File: config.mk
export PLATFORM = sky130hd
export DESIGN_NAME = ram_init_tracker
export DESIGN_NICKNAME = d
export VERILOG_FILES = /design/src/rtl/hashchk_pkg.sv /design/src/rtl/ram_init_tracker.sv
export SDC_FILE = /design/constraint.sdc
export NUM_CORES = 1
export LEC_CHECK = 0
export ABC_AREA = 1
export CORE_MARGIN = 2
export CORE_UTILIZATION = 30
export CTS_CLUSTER_DIAMETER = 80
export DETAILED_ROUTE_END_ITERATION = 8
export DONT_BUFFER_PORTS = 1
export MAX_ROUTING_LAYER = met4
export PLACE_DENSITY = 0.5
export SLEW_MARGIN = 20
export SYNTH_ARGS = -nofsm -noshare
export SYNTH_HDL_FRONTEND = slang
export SYNTH_SLANG_ARGS = --single-unit
export TNS_END_PERCENT = 50
File: constraint.sdc
create_clock -name clk -period 2.2 [get_ports clk]
set_input_delay 0.44 -clock clk [delete_from_list [all_inputs] [get_ports clk]]
set_output_delay 0.44 -clock clk [all_outputs]
set_load 0.05 [all_outputs]
File: src/rtl/hashchk_pkg.sv
package hashchk_pkg;
    localparam int unsigned WORD_W   = 32;
    localparam logic [WORD_W-1:0] CRC_POLY = 32'h04C1_1DB7;
    localparam logic [WORD_W-1:0] CRC_SEED = 32'hFFFF_FFFF;
    localparam int unsigned N_LANES  = 3;

    typedef enum logic [1:0] {
        K_INSTR = 2'd0,
        K_READ  = 2'd1,
        K_WRITE = 2'd2,
        K_NONE  = 2'd3
    } xfer_kind_e;

    typedef enum logic [1:0] {
        S_INSTR = 2'd0,
        S_ADDR  = 2'd1,
        S_DATA  = 2'd2,
        S_FOLD  = 2'd3
    } sig_sel_e;

    typedef struct packed {
        logic              vld;
        xfer_kind_e        kind;
        logic [WORD_W-1:0] addr;
        logic [WORD_W-1:0] data;
    } xfer_t;

    function automatic logic [WORD_W-1:0] crc_step(input logic [WORD_W-1:0] c,
                                                   input logic [WORD_W-1:0] d);
        logic [WORD_W-1:0] r;
        logic fb;
        r = c;
        for (int i = WORD_W - 1; i >= 0; i--) begin
            fb = r[WORD_W-1] ^ d[i];
            r  = {r[WORD_W-2:0], 1'b0} ^ (fb ? CRC_POLY : '0);
        end
        return r;
    endfunction
endpackage

File: src/rtl/ram_init_tracker.sv
module ram_init_tracker
    import hashchk_pkg::*;
#(
    parameter int unsigned RAM_WORDS = 256,
    parameter logic [WORD_W-1:0] RAM_BASE = 32'h2000_0000
) (
    input  logic              clk,
    input  logic              rst,
    input  xfer_t             x,
    output logic              uninit_rd,
    output logic [WORD_W-1:0] uninit_addr
);
    localparam int unsigned IDX_W = $clog2(RAM_WORDS);
    localparam int unsigned TOP_L = IDX_W + 2;

    logic [RAM_WORDS-1:0] written;
    logic [IDX_W-1:0]     idx;
    logic                 in_win, is_rd, is_wr, bad_rd;

    assign idx    = x.addr[TOP_L-1:2];
    assign in_win = (x.addr[WORD_W-1:TOP_L] == RAM_BASE[WORD_W-1:TOP_L]);
    assign is_rd  = x.vld && (x.kind == K_READ)  && in_win;
    assign is_wr  = x.vld && (x.kind == K_WRITE) && in_win;
    assign bad_rd = is_rd && !written[idx];

    always_ff @(posedge clk) begin
        if (rst) begin
            written     <= '0;
            uninit_rd   <= 1'b0;
            uninit_addr <= '0;
        end else begin
            if (is_wr) written[idx] <= 1'b1;
            if (bad_rd) begin
                uninit_rd <= 1'b1;
                if (!uninit_rd) uninit_addr <= x.addr;
            end
        end
    end

    // flag is sticky and the recorded address is frozen once set
    p_uninit_sticky_r7: assert property (@(posedge clk) disable iff (rst)
        uninit_rd |=> uninit_rd);
    p_uninit_addr_hold_r7: assert property (@(posedge clk) disable iff (rst)
        uninit_rd |=> $stable(uninit_addr));
    // a written word never loses its mark
    p_written_monotone_r6: assert property (@(posedge clk) disable iff (rst)
        (written & ~$past(written)) == (written ^ $past(written)));
endmodule

==> reports/qor.csv, run 1 <==
stage,metric,value,unit
outcome,status,"complete, no violations",
die,Initial Utilization,30.2,%
yosys,syn nets,1835,
die,Rows,74,
clock_network,setup bufs post-CTS,0,
worst_setup_path,Worst path most repeated cell,nand2_1,
sta,fin. max-slew vios,0,
job,Max-Cap Viols,0,
power,PD cells,770,nW/um^2
drt,Post-Route WL,40.0,mm
clock_network,clk slew on worst S/H paths,0.06,ns
drt,DRT antenna net count,0,
worst_setup_path,CP Cell Sequence,nand2_1 > o21ai_0 > nand2_1 > nand2_1 > nand2_1 > nand2_1 > nor2_2 > nor2_1 > nor2_1 > nand2_1 > nand2_1 > nand2_2 > nor2_4 > nand3_4 > clkbuf_16 > nand2_1 > inv_1 > nor2_1,
drt,First-pass DRT Iterations,5,
placed_design,dpl hpwl,23.8,mm
drt,vias per cell,5.10,
grt,largest net degree at the start of global routing,220,
worst_setup_path,Crit Path Max Fanout,8,
sta,Final Hold Vio Count,0,
finish,design area,14700,um^2
worst_setup_path,CP Buf/Inv Count,2,
drt,Initial DRC Count,1044,
yosys,Syn Inst Count,1766,
worst_setup_path,Worst EP required,2.67,ns
finish,area delta synth->final,19.3,%
grt,total track usage,19.1,%
grt,initial antenna violation count,0,
die,Chip Height,206,um
die,CORE AREA,40600,um^2
sta,post-layout min period,1.97,ns
power,worst vdd ir,0.383,mV
placed_design,Post-Place Cell Area,13400,um^2
sta,Sum Neg Setup Slack,0,ns
clock_network,Inserted Clock Buffers,34,
power,total power,11.3,mW
finish,layout cells sized above 1,10.0,%
sta,Slew HR,25.4,%
placed_design,RD Place Congestion,0.809,
sta,Layout Skew,0.0164,ns
clock_network,CTS H-tree depth,2,
placed_design,I/O Buffers,0,
finish,antenna cells,0,
worst_setup_path,WS Path Type,flip-flop to flip-flop,
sta,final worst slack,0.228,ns
clock_network,CTS root buffer,clkbuf_16,
yosys,Synth Cell Area,12300,um^2
sta,Max Clk Rate,0.507,GHz
worst_setup_path,CP endpoint kind,flip-flop,
worst_setup_path,r2r worst-path depth,18,
worst_setup_path,type of origin of the critical path,flip-flop,
worst_setup_path,Worst EP arrival,2.44,ns
clock_network,clk sinks,289,
yosys,Unique masters post-synth,22,
die,I/O pin total,102,
worst_setup_path,CP Depth,18,
clock_network,clk_lat worst skew,0.53,ns
min_path,hold path depth,1,
grt,vias in the first global route,10800,
grt,first-pass GRT wire length,61.8,mm
drt,drc violations,0,
sta,Tcrit/Tclk final,89.6,%
drt,DR vias,11800,
worst_setup_path,critical path's slowest cell,dfxtp_1,
power,Lkg Pwr,5.89,nW
yosys,Yosys reg bits,289,
drt,Routed wire per std cell,17.2,um
min_path,Hold Path Class,input pin to flip-flop,
worst_setup_path,"delay-heaviest family, CP",simple AND/OR/NAND/NOR gates,
sta,setup violators final,0,
clock_network,CTS tree,yes,
placed_design,pre-CTS WS,-0.233,ns
grt,total gr overflow,0,
sta,Worst Tran Pin Value,1.12,ns
yosys,syn_area_per_cell,6.96,um^2
sta,hold slack,0.0651,ns
worst_setup_path,Crit path largest cell delay,0.31,ns
die,Die W,206,um
yosys,sequential share of the synthesized area,47.1,%
die,die area,42600,um^2
yosys,Syn. warnings,0,
clock_network,clock tree buffer depth,3,
finish,# nets final,1834,
==> path summary, 6_finish.rpt <==
| check | startpoint | end | slack, ns |
|---|---|---|---|
| max | written[123] | uninit_addr[3] | 0.23 |
| min | rst | written[141] | 0.07 |
| max reg2reg | written[123] | uninit_addr[3] | 0.23 |
| min reg2reg | written[164] | written[164] | 0.45 |
==> cell type report <==
cell class	count	area, um^2
Fill cell	4275	26000
Sequential cell	289	5790
Multi-Input combinational cell	1204	5500
Timing Repair Buffer	103	1090
Clock buffer	46	956
Tap cell	532	666
Inverter	133	499
Clock inverter	13	159
==> cell usage after synthesis <==
| library cell | count | area share (%) |
|---|---|---|
| a21oi_1 | 71 | 2.9 |
| inv_2 | 2 | 0.061 |
| nor2_1 | 305 | 9.3 |
| nand4_1 | 33 | 1.7 |
| buf_4 | 1 | 0.061 |
| o21bai_1 | 1 | 0.061 |
| nand2_1 | 409 | 12 |
| buf_2 | 33 | 1.3 |
| and3_1 | 1 | 0.051 |
| clkbuf_1 | 100 | 3.1 |
| nor4_1 | 4 | 0.20 |
| nor3_1 | 1 | 0.041 |
| buf_1 | 6 | 0.18 |
| a31oi_1 | 194 | 9.9 |
| o21ai_1 | 1 | 0.041 |
| o21ai_0 | 52 | 2.1 |
| nor2_2 | 2 | 0.10 |
| inv_1 | 130 | 4.0 |
| clkinv_1 | 1 | 0.031 |
| and2_1 | 1 | 0.051 |
| dfxtp_1 | 289 | 47 |
| nand3_1 | 129 | 5.3 |
==> metal layers <==
layer  global-route usage, %  share of wire, %  vias to the layer above
li1                        -                 -                     5803
met1                    26.0                46                     5620
met2                    29.7                46                      366
met3                    3.11               6.6                       41
met4                    4.34               1.5                        0
met5                       -                 0                        -
==> where the power goes <==
group / switching, mW / total, mW / internal, mW
registers: 0.0000000667 / 5.23 / 5.23
logic: 0.294 / 0.418 / 0.123
clock network: 2.23 / 5.64 / 3.41
total: 2.52 / 11.3 / 8.76
==> cells in the final DEF (no fill, tap or decap), drive strengths merged <==
cell and instances:
clkbuf 48, nand3 129, inv 134, nor2 307, clkinv 9, o21ai 53, a21oi 71, nor3 1
nand4 33, nor4 4, dfxtp 289, dlygate4sd3 1, and2 1, buf 100, and3 1, nand2 409
a31oi 194, o21bai 1, bufinv 3
==> through the flow <==
stage / instances / util, %
floorplan: 1766 / -
global placement: 2257 / 33.0
detailed placement: 2257 / 33.0
CTS: 2318 / 35.8
global route: 2320 / 36.0
finish: 2320 / 36.0
==> worst reg2reg max path: stages, from the launching register on <==
cell	delay [ns]
dfxtp_1	0.31
nand2_1	0.05
o21ai_0	0.07
nand2_1	0.07
nand2_1	0.05
nand2_1	0.06
nand2_1	0.06
nor2_2	0.15
nor2_1	0.06
nor2_1	0.12
nand2_1	0.06
nand2_1	0.07
nand2_2	0.10
nor2_4	0.17
nand3_4	0.14
clkbuf_16	0.21
nand2_1	0.05
inv_1	0.04
nor2_1	0.08
==> state kept, by name (all words and copies together), names as in the netlist <==
name	flops
written	256
uninit_rd	1
uninit_addr	32
==> what timing repair did <==
| action | CTS | global route |
|---|---|---|
| hold buffers | 2 | 0 |
| hold endpoints to repair | 39 | 0 |
| gates resized for setup | 0 | 11 |
| endpoints found under the setup margin | 0 | 12 |
==> logic make-up after synthesis <==
logic type,Yosys count,share of synthesized area [%]
buf+inv,273,8.71
flops,289,47.1
simple gates,885,29.2
compound gates,319,15.0
Note: power is estimated with default switching activity, not from simulation.
==> run 2: changes to the inputs <==
--- a/config.mk
+++ b/config.mk
@@ -5,14 +5,14 @@
 export SDC_FILE = /design/constraint.sdc
 export NUM_CORES = 1
 export LEC_CHECK = 0
-export ABC_AREA = 1
+export ABC_AREA = 0
 export CORE_MARGIN = 2
-export CORE_UTILIZATION = 30
+export CORE_UTILIZATION = 57
 export CTS_CLUSTER_DIAMETER = 80
 export DETAILED_ROUTE_END_ITERATION = 8
 export DONT_BUFFER_PORTS = 1
 export MAX_ROUTING_LAYER = met4
-export PLACE_DENSITY = 0.5
+export PLACE_DENSITY = 0.8
 export SLEW_MARGIN = 20
 export SYNTH_ARGS = -nofsm -noshare
 export SYNTH_HDL_FRONTEND = slang
==> run 2 against run 1 <==
Effect of this change: the run now ends with hold timing, setup timing left; routed wire length fell by 1.4%; via count fell by 7.6%; clock-buffer cell count fell by 4; critical endpoint is now uninit_addr[0]; highest routed layer unchanged; largest cell class unchanged; critical path depth fell by 9; critical path type unchanged.
==> reports/qor.csv, run 2 <==
stage,metric,value,unit
power,Clock power frac,45.7,%
yosys,top post-synthesis cells by count,"dfxtp_1, nor2_1, a21oi_1",
worst_setup_path,R2R Path End,uninit_addr[0],
worst_setup_path,Crit path largest cell delay,0.57,ns
yosys,most common cell in the netlist,dfxtp_1,
finish,# fillers,1155,
placed_design,dpl hpwl,17.7,mm
drt,DR vias,10900,
power,combinational share of power,3.1,%
power,switching pwr,2.26,mW
sta,setup violators final,98,
worst_setup_path,CP Buf/Inv Count,2,
outcome,status,finished with violations,
die,Chip Height,146,um
power,Seq pwr share,51.2,%
worst_setup_path,Critical path destination,uninit_addr[0],
finish,largest register by flop count,written,
finish,"most common cell after layout, fill and taps aside",dfxtp_1,
sta,Slew HR,38.4,%
finish,multi-input logic area,5580,um^2
clock_network,clk sinks,289,
sta,Layout Skew,0.0315,ns
worst_setup_path,Worst R2R Setup Slack,-0.48,ns
power,cell internal pwr,7.95,mW
sta,hold slack,-0.0382,ns
finish,most frequent cells in the layout,"dfxtp_1, nor2_1, a21oi_1, dlygate4sd3_1, buf_4",
finish,Finished Core Util,74.3,%
finish,Seq. cell area,5790,um^2
grt,vias in the first global route,10800,
yosys,post-synth top area share,50.0,%
yosys,Synth Cell Area,11600,um^2
die,Initial Utilization,57.7,%
drt,vias per cell,6.56,
sta,post-layout min period,2.68,ns
yosys,Unique masters post-synth,40,
sta,RSZ-0062 raised after global routing,yes,
finish,layout cells sized above 1,19.3,%
worst_setup_path,critical path's slowest cell,mux4_1,
worst_setup_path,r2r worst-path depth,9,
worst_setup_path,CP endpoint kind,flip-flop,
yosys,Synth Flop Type,dfxtp_1,
clock_network,CTS H-tree depth,1,
yosys,sequential share of the synthesized area,50.0,%
placed_design,pre-CTS WS,-0.953,ns
placed_design,I/O Buffers,0,
sta,Final Hold Vio Count,2,
min_path,Hold Path Class,input pin to flip-flop,
placed_design,Post-Place Cell Area,12400,um^2
outcome,failing checks,"hold timing, setup timing",
worst_setup_path,"delay-heaviest family, CP",compound AO/OA/AOI/OAI gates,
worst_setup_path,Worst R2R Start,written[205],
worst_setup_path,CP Depth,9,
finish,antenna cells,0,
worst_setup_path,WS Path Type,flip-flop to flip-flop,
power,PD cells,686,nW/um^2
drt,DRT antenna net count,0,
finish,Largest register FFs,256,
die,die area,21400,um^2
power,Lkg Pwr,6.02,nW
grt,initial antenna violation count,0,
finish,top flop regs,"written: 256 flops, uninit_addr: 32 flops, uninit_rd: 1 flops",
power,switching part of the total power,22.2,%
worst_setup_path,Setup crit start,written[205],
yosys,Area contributors post-synth,"dfxtp_1, a21oi_1, nor2_1, mux4_2, mux2i_1",
finish,# nets final,1449,
clock_network,clk slew on worst S/H paths,0.06,ns
drt,First-pass DRT Iterations,8,
worst_setup_path,type of origin of the critical path,flip-flop,
worst_setup_path,Worst EP arrival,3.14,ns
clock_network,CTS root buffer,clkbuf_16,
drt,drc violations,0,
clock_network,clk_lat worst skew,0.57,ns
yosys,fraction of registers with async set/reset,0,%
power,worst vdd ir,0.617,mV
yosys,Syn Inst Count,1222,
sta,Tcrit/Tclk final,122,%
grt,first-pass GRT wire length,56.6,mm
die,CORE AREA,20000,um^2
sta,fin. max-slew vios,0,
sta,Worst Tran Pin Value,0.923,ns
worst_setup_path,Worst EP required,2.67,ns
power,total power,10.2,mW
clock_network,clock tree buffer depth,3,
yosys,syn_area_per_cell,9.46,um^2
worst_setup_path,Crit Path Max Fanout,5,
clock_network,Inserted Clock Buffers,28,
sta,final worst slack,-0.476,ns
die,Die W,146,um
clock_network,cts hold-fix bufs,120,
grt,total gr overflow,0,
drt,Post-Route WL,39.4,mm
placed_design,RD Place Congestion,0.829,
drt,Routed wire per std cell,23.7,um
worst_setup_path,CP Cell Sequence,mux4_1 > a22oi_1 > a31oi_1 > a2111o_1 > o311a_4 > a2111oi_4 > buf_4 > buf_12 > mux2i_1,
sta,Max Clk Rate,0.374,GHz
grt,largest net degree at the start of global routing,300,
yosys,post-synth top area cell,dfxtp_1,
grt,total track usage,33.8,%
die,Rows,52,
yosys,Yosys reg bits,289,
job,Max-Cap Viols,0,
finish,design area,14900,um^2
drt,Initial DRC Count,1268,
yosys,Post-synth EDFFs,0,
finish,area delta synth->final,28.7,%
yosys,syn nets,1291,
yosys,Syn. warnings,0,
clock_network,CTS tree,yes,
die,I/O pin total,102,
run 2: cell count changes in the layout (fill, tap and decap cells not counted), sizes merged, moves of 22 or more:
cell	change
a21oi	+190
a31oi	-191
dlygate4sd3	+106
inv	-129
mux2i	+66
mux4	+44
nand2	-386
nand2b	+26
nand3	-118
nand4	-24
nor2	-31
nor3	+27
nor3b	+22
o21ai	-52
run 2: area by class of cell:
type	count	share of cell area, %
clock buffer	42	5.53
clock inverter	5	0.269
inverter	5	0.126
multi-input combinational	828	37.5
sequential	289	38.9
tap	270	2.27
timing repair buffer	228	15.4
run 2: worst min path at each step:
stage	depth (start not counted)	startpoint	slack, ns	to
2_1_floorplan	2	written[205]	0.43	written[205]
3_3_place_gp	2	written[205]	0.44	written[205]
3_5_place_dp	2	written[231]	0.45	written[231]
4_1_cts	1	rst	-0.04	uninit_addr[18]
5_1_grt	1	rst	-0.04	written[107]
6_report	1	rst	-0.04	uninit_addr[19]
run 2: per-layer routing:
layer / GRT usage, % / part of all wire [%] / up-vias
met2: 55.2 / 47 / 867
li1: - / - / 4586
met5: - / 0 / -
met1: 40.4 / 35 / 5180
met3: 5.25 / 9.9 / 295
met4: 18.5 / 8.1 / 0
run 2: power by group through the flow:
| stage | Sequential, mW | Clock [mW] | Combinational, mW |
|---|---|---|---|
| global placement | 5.35 | 0 | 0.275 |
| floorplan | 5.35 | 0 | 0.359 |
| detailed placement | 5.35 | 0 | 0.279 |
| finish | 5.23 | 4.67 | 0.316 |
| CTS | 5.23 | 4.58 | 0.281 |
| global route | 5.23 | 4.85 | 0.325 |
run 2: kinds of logic (layout without fill, tap and decap cells):
logic type / Yosys count / in the layout / share of synthesized area, %
compound gates: 295 / 295 / 14.1
buf+inv: 105 / 280 / 4.29
flops: 289 / 289 / 50.0
simple gates: 422 / 422 / 17.1
mux: 111 / 111 / 14.4
run 2: worst register-to-register path, delay by kind of cell, from the launching register on:
kind,cells,cell delay [ns]
AOI/OAI and AO/OA,5,1.14
muxes,2,0.79
DFF,1,0.33
buffers and inverters,2,0.33
run 2: timing repair:
item / CTS / global route
setup endpoints to repair: 32 / 149
pin swaps: 12 / 31
setup buffers: 5 / 26
resized for setup: 4 / 47
gates cloned: 1 / 4
hold endpoints to repair: 170 / 24
run 2: metrics by stage:
step                cells  TNS, ns
detailed placement   1477   -25.52
CTS                  1649   -10.49
global route         1667   -20.30
global placement     1477   -22.70
finish               1667   -15.96
floorplan            1222   -23.84
==> run 3: changes to the inputs <==
--- a/config.mk
+++ b/config.mk
@@ -7,12 +7,12 @@
 export LEC_CHECK = 0
 export ABC_AREA = 0
 export CORE_MARGIN = 2
-export CORE_UTILIZATION = 57
+export CORE_UTILIZATION = 67
 export CTS_CLUSTER_DIAMETER = 80
 export DETAILED_ROUTE_END_ITERATION = 8
 export DONT_BUFFER_PORTS = 1
 export MAX_ROUTING_LAYER = met4
-export PLACE_DENSITY = 0.8
+export PLACE_DENSITY = 0.88
 export SLEW_MARGIN = 20
 export SYNTH_ARGS = -nofsm -noshare
 export SYNTH_HDL_FRONTEND = slang
==> constraint.sdc (replaced) <==
create_clock -name clk -period 3.3 [get_ports clk]
set_input_delay 0.66 -clock clk [delete_from_list [all_inputs] [get_ports clk]]
set_output_delay 0.66 -clock clk [all_outputs]
set_load 0.05 [all_outputs]
==> run 3 against run 2 <==
Effect of this change: register-to-register slack better by 0.93 ns; sequential cell count unchanged; worst hold slack better by 0.27 ns; design area down 14%; sequential share of layout area up 6.3 points; largest cell class unchanged; sequential power down 33%; first-iteration DRC count up 5.5%; worst setup slack better by 0.93 ns; clock power down 25%; the flow now finishes without violations; power down 30%; maximum frequency down 6.0%.
==> reports/qor.csv, run 3 (same netlist as run 2, synthesis figures left out) <==
stage,metric,value,unit
sta,Max Clk Rate,0.351,GHz
drt,drc violations,0,
finish,"most common cell after layout, fill and taps aside",dfxtp_1,
finish,# nets final,1267,
worst_setup_path,Crit Path Max Fanout,10,
finish,layout cells sized above 1,14.0,%
finish,top flop regs,"written: 256 flops, uninit_addr: 32 flops, uninit_rd: 1 flops",
finish,most frequent cells in the layout,"dfxtp_1, nor2_1, a21oi_1, mux2i_1, buf_4",
sta,fin. max-slew vios,0,
worst_setup_path,CP Buf/Inv Count,1,
die,I/O pin total,102,
min_path,Hold Path Class,input pin to flip-flop,
finish,Largest register FFs,256,
sta,Sum Neg Setup Slack,0,ns
worst_setup_path,CP Cell Sequence,mux4_1 > a22oi_1 > a31oi_1 > a2111o_1 > o311a_1 > a2111oi_4 > buf_4 > mux2i_1,
sta,Slew HR,26.8,%
drt,DRT antenna net count,0,
grt,total track usage,33.9,%
grt,total gr overflow,0,
grt,vias in the first global route,9340,
sta,RSZ-0062 raised after global routing,no,
die,Die W,135,um
worst_setup_path,CP endpoint kind,flip-flop,
drt,vias per cell,6.58,
drt,First-pass DRT Iterations,6,
worst_setup_path,Worst EP arrival,3.31,ns
power,Lkg Pwr,4.75,nW
finish,area delta synth->final,10.7,%
drt,Routed wire per std cell,21.0,um
grt,largest net degree at the start of global routing,300,
finish,largest register by flop count,written,
die,Chip Height,135,um
clock_network,setup bufs post-CTS,0,
clock_network,clk sinks,289,
die,CORE AREA,17100,um^2
placed_design,Post-Place Cell Area,11800,um^2
placed_design,I/O Buffers,0,
worst_setup_path,"delay-heaviest family, CP",compound AO/OA/AOI/OAI gates,
sta,Tcrit/Tclk final,86.2,%
sta,Final Hold Vio Count,0,
grt,initial antenna violation count,0,
die,Rows,48,
worst_setup_path,Crit path largest cell delay,0.49,ns
placed_design,RD Place Congestion,0.839,
clock_network,clk_lat worst skew,0.55,ns
drt,Initial DRC Count,1338,
worst_setup_path,WS Path Type,flip-flop to flip-flop,
worst_setup_path,critical path's slowest cell,mux4_1,
drt,Post-Route WL,30.4,mm
power,total power,7.15,mW
worst_setup_path,Worst EP required,3.76,ns
clock_network,cts hold-fix bufs,0,
outcome,status,"complete, no violations",
sta,Layout Skew,0.0130,ns
sta,setup violators final,0,
clock_network,cts repair resizes,0,
drt,DR vias,9501,
power,PD cells,559,nW/um^2
clock_network,CTS H-tree depth,1,
worst_setup_path,type of origin of the critical path,flip-flop,
die,Initial Utilization,67.8,%
grt,first-pass GRT wire length,47.4,mm
clock_network,clock tree buffer depth,3,
clock_network,clk slew on worst S/H paths,0.07,ns
finish,Finished Core Util,75.0,%
clock_network,CTS tree,yes,
placed_design,dpl hpwl,17.1,mm
clock_network,CTS root buffer,clkbuf_16,
clock_network,Inserted Clock Buffers,28,
sta,post-layout min period,2.85,ns
power,worst vdd ir,0.453,mV
finish,antenna cells,0,
job,Max-Cap Viols,0,
die,die area,18300,um^2
sta,Worst Tran Pin Value,1.09,ns
finish,design area,12800,um^2
[run 3: final timing paths]
kind,start,end,slack [ns],cells after the start
setup / recovery,written[237],uninit_addr[0],0.45,8
hold / removal,rst,written[114],0.23,1
setup reg to reg,written[237],uninit_addr[0],0.45,8
hold reg to reg,written[4],written[4],0.46,2
[run 3: area by class of cell]
class / instances / area [um^2]
clock inverters: 15 / 241
repair buffers: 46 / 358
inverters: 5 / 18.8
fillers: 1063 / 4260
clock buffers: 36 / 782
flip-flops and latches: 289 / 5790
well taps: 225 / 282
multi-input cells: 828 / 5330
[run 3: per-stage QoR]
step           cells  setup slack [ns]  hold WS [ns]
2_1_floorplan   1222             0.219         0.428
3_5_place_dp    1393             0.167         0.448
4_1_cts         1444             0.481         0.189
5_1_grt         1444             0.342         0.181
3_3_place_gp    1393             0.242         0.442
6_report        1444             0.454         0.228
[run 3: power by group]
group / internal [mW] / switching (mW)
registers: 3.49 / 0.0000000217
clock network: 2.14 / 1.36
logic: 0.0711 / 0.0882
total: 5.70 / 1.45
[run 3: metal layers]
layer / part of all wire, % / GRT usage, %
met4: 5.3 / 17.9
met2: 47 / 53.8
met3: 11 / 6.70
met5: 0 / -
met1: 37 / 41.1
